**src/rtl/alu8_pkg.sv**
```systemverilog
package alu8_pkg;

    localparam int FLAG_W = 6;
    localparam int FL_C   = 0;
    localparam int FL_Z   = 1;
    localparam int FL_N   = 2;
    localparam int FL_V   = 3;
    localparam int FL_S   = 4;
    localparam int FL_H   = 5;

    localparam logic [FLAG_W-1:0] MASK_ALL   = 6'b111111;
    localparam logic [FLAG_W-1:0] MASK_LOGIC = 6'b011110;
    localparam logic [FLAG_W-1:0] MASK_SHIFT = 6'b011111;
    localparam logic [FLAG_W-1:0] MASK_NONE  = 6'b000000;

    typedef enum logic [4:0] {
        OP_ADD  = 5'd0,
        OP_ADC  = 5'd1,
        OP_SUB  = 5'd2,
        OP_SBC  = 5'd3,
        OP_CP   = 5'd4,
        OP_CPC  = 5'd5,
        OP_AND  = 5'd6,
        OP_OR   = 5'd7,
        OP_XOR  = 5'd8,
        OP_COM  = 5'd9,
        OP_NEG  = 5'd10,
        OP_LSL  = 5'd11,
        OP_LSR  = 5'd12,
        OP_ROL  = 5'd13,
        OP_ROR  = 5'd14,
        OP_ASR  = 5'd15,
        OP_SWAP = 5'd16
    } alu_op_e;

    typedef enum logic [1:0] {
        LG_AND = 2'd0,
        LG_OR  = 2'd1,
        LG_XOR = 2'd2
    } logic_kind_e;

    typedef enum logic [2:0] {
        SH_LSL  = 3'd0,
        SH_LSR  = 3'd1,
        SH_ROL  = 3'd2,
        SH_ROR  = 3'd3,
        SH_ASR  = 3'd4,
        SH_SWAP = 3'd5
    } shift_kind_e;

    typedef enum logic [2:0] {
        G_PASS  = 3'd0,
        G_ARITH = 3'd1,
        G_LOGIC = 3'd2,
        G_COM   = 3'd3,
        G_SHIFT = 3'd4
    } res_group_e;

endpackage

```
**src/rtl/alu8_arith.sv**
```systemverilog
module alu8_arith #(
    parameter int DATA_W = 8
) (
    input  logic [DATA_W-1:0] a,
    input  logic [DATA_W-1:0] b,
    input  logic              cin,
    input  logic              sub,
    output logic [DATA_W-1:0] res,
    output logic              c_out,
    output logic              h_out,
    output logic              v_out
);
    localparam int HALF = DATA_W / 2;
    localparam int MSB  = DATA_W - 1;

    logic [DATA_W-1:0] b_eff;
    logic              c_eff;
    logic [DATA_W:0]   full_sum;
    logic [HALF:0]     low_sum;

    always_comb begin
        b_eff    = sub ? ~b : b;
        c_eff    = sub ? ~cin : cin;
        full_sum = {1'b0, a} + {1'b0, b_eff} + {{DATA_W{1'b0}}, c_eff};
        low_sum  = {1'b0, a[HALF-1:0]} + {1'b0, b_eff[HALF-1:0]} + {{HALF{1'b0}}, c_eff};
        res      = full_sum[DATA_W-1:0];
        c_out    = sub ? ~full_sum[DATA_W] : full_sum[DATA_W];
        h_out    = sub ? ~low_sum[HALF] : low_sum[HALF];
        v_out    = (a[MSB] == b_eff[MSB]) && (full_sum[MSB] != a[MSB]);
    end
endmodule

```
**src/rtl/alu8_logic.sv**
```systemverilog
module alu8_logic
    import alu8_pkg::*;
#(
    parameter int DATA_W = 8
) (
    input  logic [DATA_W-1:0] a,
    input  logic [DATA_W-1:0] b,
    input  logic_kind_e       kind,
    output logic [DATA_W-1:0] res
);
    always_comb begin
        unique case (kind)
            LG_AND:  res = a & b;
            LG_OR:   res = a | b;
            LG_XOR:  res = a ^ b;
            default: res = a;
        endcase
    end
endmodule

```
**src/rtl/alu8_shift.sv**
```systemverilog
module alu8_shift
    import alu8_pkg::*;
#(
    parameter int DATA_W = 8
) (
    input  logic [DATA_W-1:0] a,
    input  logic              cin,
    input  shift_kind_e       kind,
    output logic [DATA_W-1:0] res,
    output logic              c_out
);
    localparam int HALF = DATA_W / 2;
    localparam int MSB  = DATA_W - 1;

    always_comb begin
        res   = a;
        c_out = cin;
        unique case (kind)
            SH_LSL: begin
                res   = {a[MSB-1:0], 1'b0};
                c_out = a[MSB];
            end
            SH_LSR: begin
                res   = {1'b0, a[MSB:1]};
                c_out = a[0];
            end
            SH_ROL: begin
                res   = {a[MSB-1:0], cin};
                c_out = a[MSB];
            end
            SH_ROR: begin
                res   = {cin, a[MSB:1]};
                c_out = a[0];
            end
            SH_ASR: begin
                res   = {a[MSB], a[MSB:1]};
                c_out = a[0];
            end
            SH_SWAP: begin
                res   = {a[HALF-1:0], a[MSB:HALF]};
                c_out = cin;
            end
            default: begin
                res   = a;
                c_out = cin;
            end
        endcase
    end
endmodule

```
**src/rtl/alu8_core.sv**
```systemverilog
module alu8_core
    import alu8_pkg::*;
#(
    parameter int DATA_W = 8
) (
    input  logic [DATA_W-1:0] op_a,
    input  logic [DATA_W-1:0] op_b,
    input  logic [4:0]        op_sel,
    input  logic [FLAG_W-1:0] flags_in,
    output logic [DATA_W-1:0] result,
    output logic [FLAG_W-1:0] flags_out,
    output logic [FLAG_W-1:0] flag_mask,
    output logic              result_we
);
    localparam int MSB = DATA_W - 1;

    alu_op_e           op_e;
    res_group_e        group;
    logic [DATA_W-1:0] ar_a;
    logic [DATA_W-1:0] ar_b;
    logic              ar_cin;
    logic              ar_sub;
    logic [DATA_W-1:0] ar_res;
    logic              ar_c;
    logic              ar_h;
    logic              ar_v;
    logic_kind_e       lg_kind;
    logic [DATA_W-1:0] lg_res;
    shift_kind_e       sh_kind;
    logic [DATA_W-1:0] sh_res;
    logic              sh_c;
    logic              z_chain;
    logic [FLAG_W-1:0] mask_d;
    logic              we_d;
    logic [DATA_W-1:0] res_d;
    logic              c_n;
    logic              z_n;
    logic              n_n;
    logic              v_n;
    logic              h_n;
    logic [FLAG_W-1:0] cand;

    assign op_e = alu_op_e'(op_sel);

    // Operation decode: operand routing, result group, flag mask, write strobe
    always_comb begin
        ar_a    = op_a;
        ar_b    = op_b;
        ar_cin  = 1'b0;
        ar_sub  = 1'b0;
        group   = G_PASS;
        mask_d  = MASK_NONE;
        we_d    = 1'b0;
        z_chain = 1'b0;
        lg_kind = LG_AND;
        sh_kind = SH_LSL;
        unique case (op_e)
            OP_ADD: begin
                group = G_ARITH; mask_d = MASK_ALL; we_d = 1'b1;
            end
            OP_ADC: begin
                group = G_ARITH; mask_d = MASK_ALL; we_d = 1'b1;
                ar_cin = flags_in[FL_C];
            end
            OP_SUB: begin
                group = G_ARITH; mask_d = MASK_ALL; we_d = 1'b1;
                ar_sub = 1'b1;
            end
            OP_SBC: begin
                group = G_ARITH; mask_d = MASK_ALL; we_d = 1'b1;
                ar_sub = 1'b1; ar_cin = flags_in[FL_C]; z_chain = 1'b1;
            end
            OP_CP: begin
                group = G_ARITH; mask_d = MASK_ALL;
                ar_sub = 1'b1;
            end
            OP_CPC: begin
                group = G_ARITH; mask_d = MASK_ALL;
                ar_sub = 1'b1; ar_cin = flags_in[FL_C]; z_chain = 1'b1;
            end
            OP_AND: begin
                group = G_LOGIC; mask_d = MASK_LOGIC; we_d = 1'b1; lg_kind = LG_AND;
            end
            OP_OR: begin
                group = G_LOGIC; mask_d = MASK_LOGIC; we_d = 1'b1; lg_kind = LG_OR;
            end
            OP_XOR: begin
                group = G_LOGIC; mask_d = MASK_LOGIC; we_d = 1'b1; lg_kind = LG_XOR;
            end
            OP_COM: begin
                group = G_COM; mask_d = MASK_SHIFT; we_d = 1'b1;
            end
            OP_NEG: begin
                group = G_ARITH; mask_d = MASK_ALL; we_d = 1'b1;
                ar_a = '0; ar_b = op_a; ar_sub = 1'b1;
            end
            OP_LSL: begin
                group = G_SHIFT; mask_d = MASK_SHIFT; we_d = 1'b1; sh_kind = SH_LSL;
            end
            OP_LSR: begin
                group = G_SHIFT; mask_d = MASK_SHIFT; we_d = 1'b1; sh_kind = SH_LSR;
            end
            OP_ROL: begin
                group = G_SHIFT; mask_d = MASK_SHIFT; we_d = 1'b1; sh_kind = SH_ROL;
            end
            OP_ROR: begin
                group = G_SHIFT; mask_d = MASK_SHIFT; we_d = 1'b1; sh_kind = SH_ROR;
            end
            OP_ASR: begin
                group = G_SHIFT; mask_d = MASK_SHIFT; we_d = 1'b1; sh_kind = SH_ASR;
            end
            OP_SWAP: begin
                group = G_SHIFT; mask_d = MASK_NONE; we_d = 1'b1; sh_kind = SH_SWAP;
            end
            default: begin
                group = G_PASS;
            end
        endcase
    end

    alu8_arith #(.DATA_W(DATA_W)) u_arith (
        .a     (ar_a),
        .b     (ar_b),
        .cin   (ar_cin),
        .sub   (ar_sub),
        .res   (ar_res),
        .c_out (ar_c),
        .h_out (ar_h),
        .v_out (ar_v)
    );

    alu8_logic #(.DATA_W(DATA_W)) u_logic (
        .a    (op_a),
        .b    (op_b),
        .kind (lg_kind),
        .res  (lg_res)
    );

    alu8_shift #(.DATA_W(DATA_W)) u_shift (
        .a     (op_a),
        .cin   (flags_in[FL_C]),
        .kind  (sh_kind),
        .res   (sh_res),
        .c_out (sh_c)
    );

    // Result selection and flag derivation
    always_comb begin
        unique case (group)
            G_ARITH: res_d = ar_res;
            G_LOGIC: res_d = lg_res;
            G_COM:   res_d = ~op_a;
            G_SHIFT: res_d = sh_res;
            default: res_d = op_a;
        endcase

        unique case (group)
            G_ARITH: begin c_n = ar_c;           h_n = ar_h;           end
            G_COM:   begin c_n = 1'b1;           h_n = flags_in[FL_H]; end
            G_SHIFT: begin c_n = sh_c;           h_n = flags_in[FL_H]; end
            default: begin c_n = flags_in[FL_C]; h_n = flags_in[FL_H]; end
        endcase

        n_n = res_d[MSB];
        z_n = (res_d == '0) && (!z_chain || flags_in[FL_Z]);

        unique case (group)
            G_ARITH: v_n = ar_v;
            G_SHIFT: v_n = n_n ^ c_n;
            default: v_n = 1'b0;
        endcase

        cand        = '0;
        cand[FL_C]  = c_n;
        cand[FL_Z]  = z_n;
        cand[FL_N]  = n_n;
        cand[FL_V]  = v_n;
        cand[FL_S]  = n_n ^ v_n;
        cand[FL_H]  = h_n;
    end

    assign result    = res_d;
    assign flag_mask = mask_d;
    assign result_we = we_d;
    assign flags_out = (flags_in & ~mask_d) | (cand & mask_d);

endmodule

```
**config.mk**
```make
export PLATFORM = sky130hd
export DESIGN_NAME = alu8_core
export DESIGN_NICKNAME = d
export VERILOG_FILES = /design/src/rtl/alu8_pkg.sv /design/src/rtl/alu8_arith.sv /design/src/rtl/alu8_logic.sv /design/src/rtl/alu8_shift.sv /design/src/rtl/alu8_core.sv
export SDC_FILE = /design/constraint.sdc
export NUM_CORES = 1
export LEC_CHECK = 0
export ABC_AREA = 1
export BUFFER_PORTS_ARGS = -buffer_cell sky130_fd_sc_hd__buf_4
export CAP_MARGIN = 20
export CORE_MARGIN = 10
export CORE_UTILIZATION = 55
export DETAILED_ROUTE_END_ITERATION = 10
export PLACE_DENSITY = 0.79
export SYNTH_ARGS = -nofsm -noshare
export SYNTH_HDL_FRONTEND = slang
export SYNTH_SLANG_ARGS = --single-unit
```
**constraint.sdc**
```tcl
create_clock -name vclk -period 8.7
set_clock_uncertainty 0.2 [all_clocks]
set_input_delay 2.61 -clock vclk [all_inputs]
set_output_delay 2.61 -clock vclk [all_outputs]
set_load 0.03 [all_outputs]
```
==> impl_results.md <==
* Buffers added on ports at 48
* P per Cell Area at approximately 79 mW/mm2
* Final wirelength at ~6800 um
* GP Congestion at 0.945
* Leakage Power at approximately 1.5 nW
* Clkbuf count at 0
* Area contributors post-synth: nand2_1 (20%), ha_1 (14%), nand3_1 (12%)
* HPWL after DPL at between 5000 and 6000 um
* Vias in the first global route at 2469
* Die footprint at approximately 0.0065 mm2
* Via/cell ratio at around 5.6
* Nets@finish at between 400 and 500
* Avg WL per Cell at between 10 and 15 um
* Worst hold-check path type: in2out
* Rows at 22
* CP required at between 5 and 6 ns
* Final cell count without fillers at 475
* Initial antenna violation count at 0
* Final Setup Violations at 0
* Fin. Hold Viols at 0
* Syn Std Cell Area at around 0.0020 mm2
* Layout cell share with drive strength beyond 1 at between 20 and 25%
* Die Y at between 80 and 90 um
* Most frequent cells after synthesis: nand2_1 (111), inv_1 (55), nand3_1 (49)
* Iteration-0 DRC Markers at approximately 250
* Die span in x at 80.9 um
* Final min period at between 8 and 9 ns
* Vias at about 2600
* Gr usage total at between 10% and 20%
* 1st-pass router iterations at 6
* Pin count of the biggest net entering global routing at 16
* Global route overflow at 0
* Fmax at approximately 120 MHz
* Worst-margin pin slew at approximately 0.41 ns
* Crit path max fanout at 5
* Max VDD drop at around 0.059 mV
* First-pass GRT wire length at 11000 um
* Syn_nets at 434
* Post-route clock period utilization at a little over nine tenths
* Core ar. at roughly 0.0036 mm2
* Most used standard cell by instance count after synthesis: nand2_1
* Flip-flop and latch count at 0
* Area Growth Syn to Fin at 21.9%
* Mapped Cells at 382
* Post-synthesis sequential area ratio at 0%
* Share of the synthesized area in the top cell type at 20.4%
* Rel. slew slack at between 70% and 80%
* Critical path launch point type: input port
* Synth area leader: nand2_1
* Critical path endpoint category: output pin
* Critical path type: in2out
* Final ANT Viol Nets at 0
* N_diodes at 0
* Critical Path AT at 5.70 ns
* Count of cell types in the netlist at 28
* Slew Viols, Final at 0
* Mean Syn Cell Area at approximately 5.3 um2
* Final Power at 0.000196 W
* Initial Util at a little under three fifths
* Max Cap Viol at 0
* Placed cells at 471
* FF/Latch Area at 0 um2
* Total number of yosys warnings at 0
* Drt drc at 0
* Ports at 48
* Status: complete, no violations
layout make-up:
type | count | area, um2
fillers | 379 | 1140
well taps | 48 | 60.1
inverters | 60 | 225
repair buffers | 58 | 439
multi-input cells | 309 | 1760
cells in the final DEF, fill, tap and decap left out, types with 2 or more instances in the layout:
cell / count
a21oi_1: 14
a21oi_2: 2
buf_4: 57
ha_1: 23
inv_1: 55
inv_2: 4
nand2_1: 110
nand2_2: 3
nand3_1: 48
nand3_2: 6
nand4_1: 14
nor2_1: 40
nor2_2: 5
o211ai_1: 4
o21ai_0: 7
o21ai_1: 3
or2_2: 9
xnor2_1: 7
xnor2_2: 2
stage by stage:
stage	utilization [%]	setup slack (ns)	TNS, ns	cell area, um2	hold slack [ns]
finish	68.5	0.188	0	2490	5.35
global route	68.5	-0.0321	-0.0559	2490	5.37
CTS	66.0	0.0929	0	2400	5.36
detailed placement	66.0	0.102	0	2400	5.36
global placement	66.0	0.178	0	2400	5.35
floorplan	-	0.0423	0	2040	5.23
metal layers:
layer  track usage (%)  vias up  wire length [um]
met1              23.7     1179              2740
met5                 0        -                 0
met2              35.8      139              3200
met4              5.71        0               255
li1                  -     1307                 -
met3              2.65       24               613
worst max-delay path: stages:
cell,delay [ns]
buf_4,0.14
nand2_2,0.11
nand2_1,0.11
nand3_4,0.14
nand4_1,0.12
buf_4,0.18
xnor2_2,0.15
fa_2,0.39
inv_1,0.09
fa_1,0.17
inv_1,0.07
nand3_1,0.08
nand2_2,0.10
or2_2,0.28
nand3_1,0.10
nand4_1,0.13
nor2_1,0.15
nand2_1,0.07
nor2_1,0.16
nand3_1,0.10
nand2_1,0.07
buf_4,0.15
power breakdown:
part | total (W) | switching, W | internal [W]
clock | 0 | 0 | 0
sequential | 0 | 0 | 0
combinational | 0.000196 | 0.000121 | 0.0000745
total | 0.000196 | 0.000121 | 0.0000745
what timing repair did:
| action | in CTS | in global routing |
|---|---|---|
| setup endpoints to repair | 0 | 3 |
| gates resized for setup | 0 | 14 |
| setup buffers | 0 | 4 |
| hold buffers | 0 | 0 |
worst paths after layout:
check / cells past startpoint / startpoint / end / slack, ns
worst min-delay path: 4 / flags_in[1] / flags_out[1] / 5.35
worst max-delay path: 22 / op_sel[0] / flags_out[1] / 0.19
cells by family (layout without fill, tap and decap cells):
family	Yosys count	in the layout	synth area share [%]
compound gates	31	31	8.52
xor+xnor	11	11	4.72
fa+ha+maj	25	25	16.1
buf+inv	73	118	16.3
simple gates	242	242	54.4
Power figures use the tool's default switching activity.
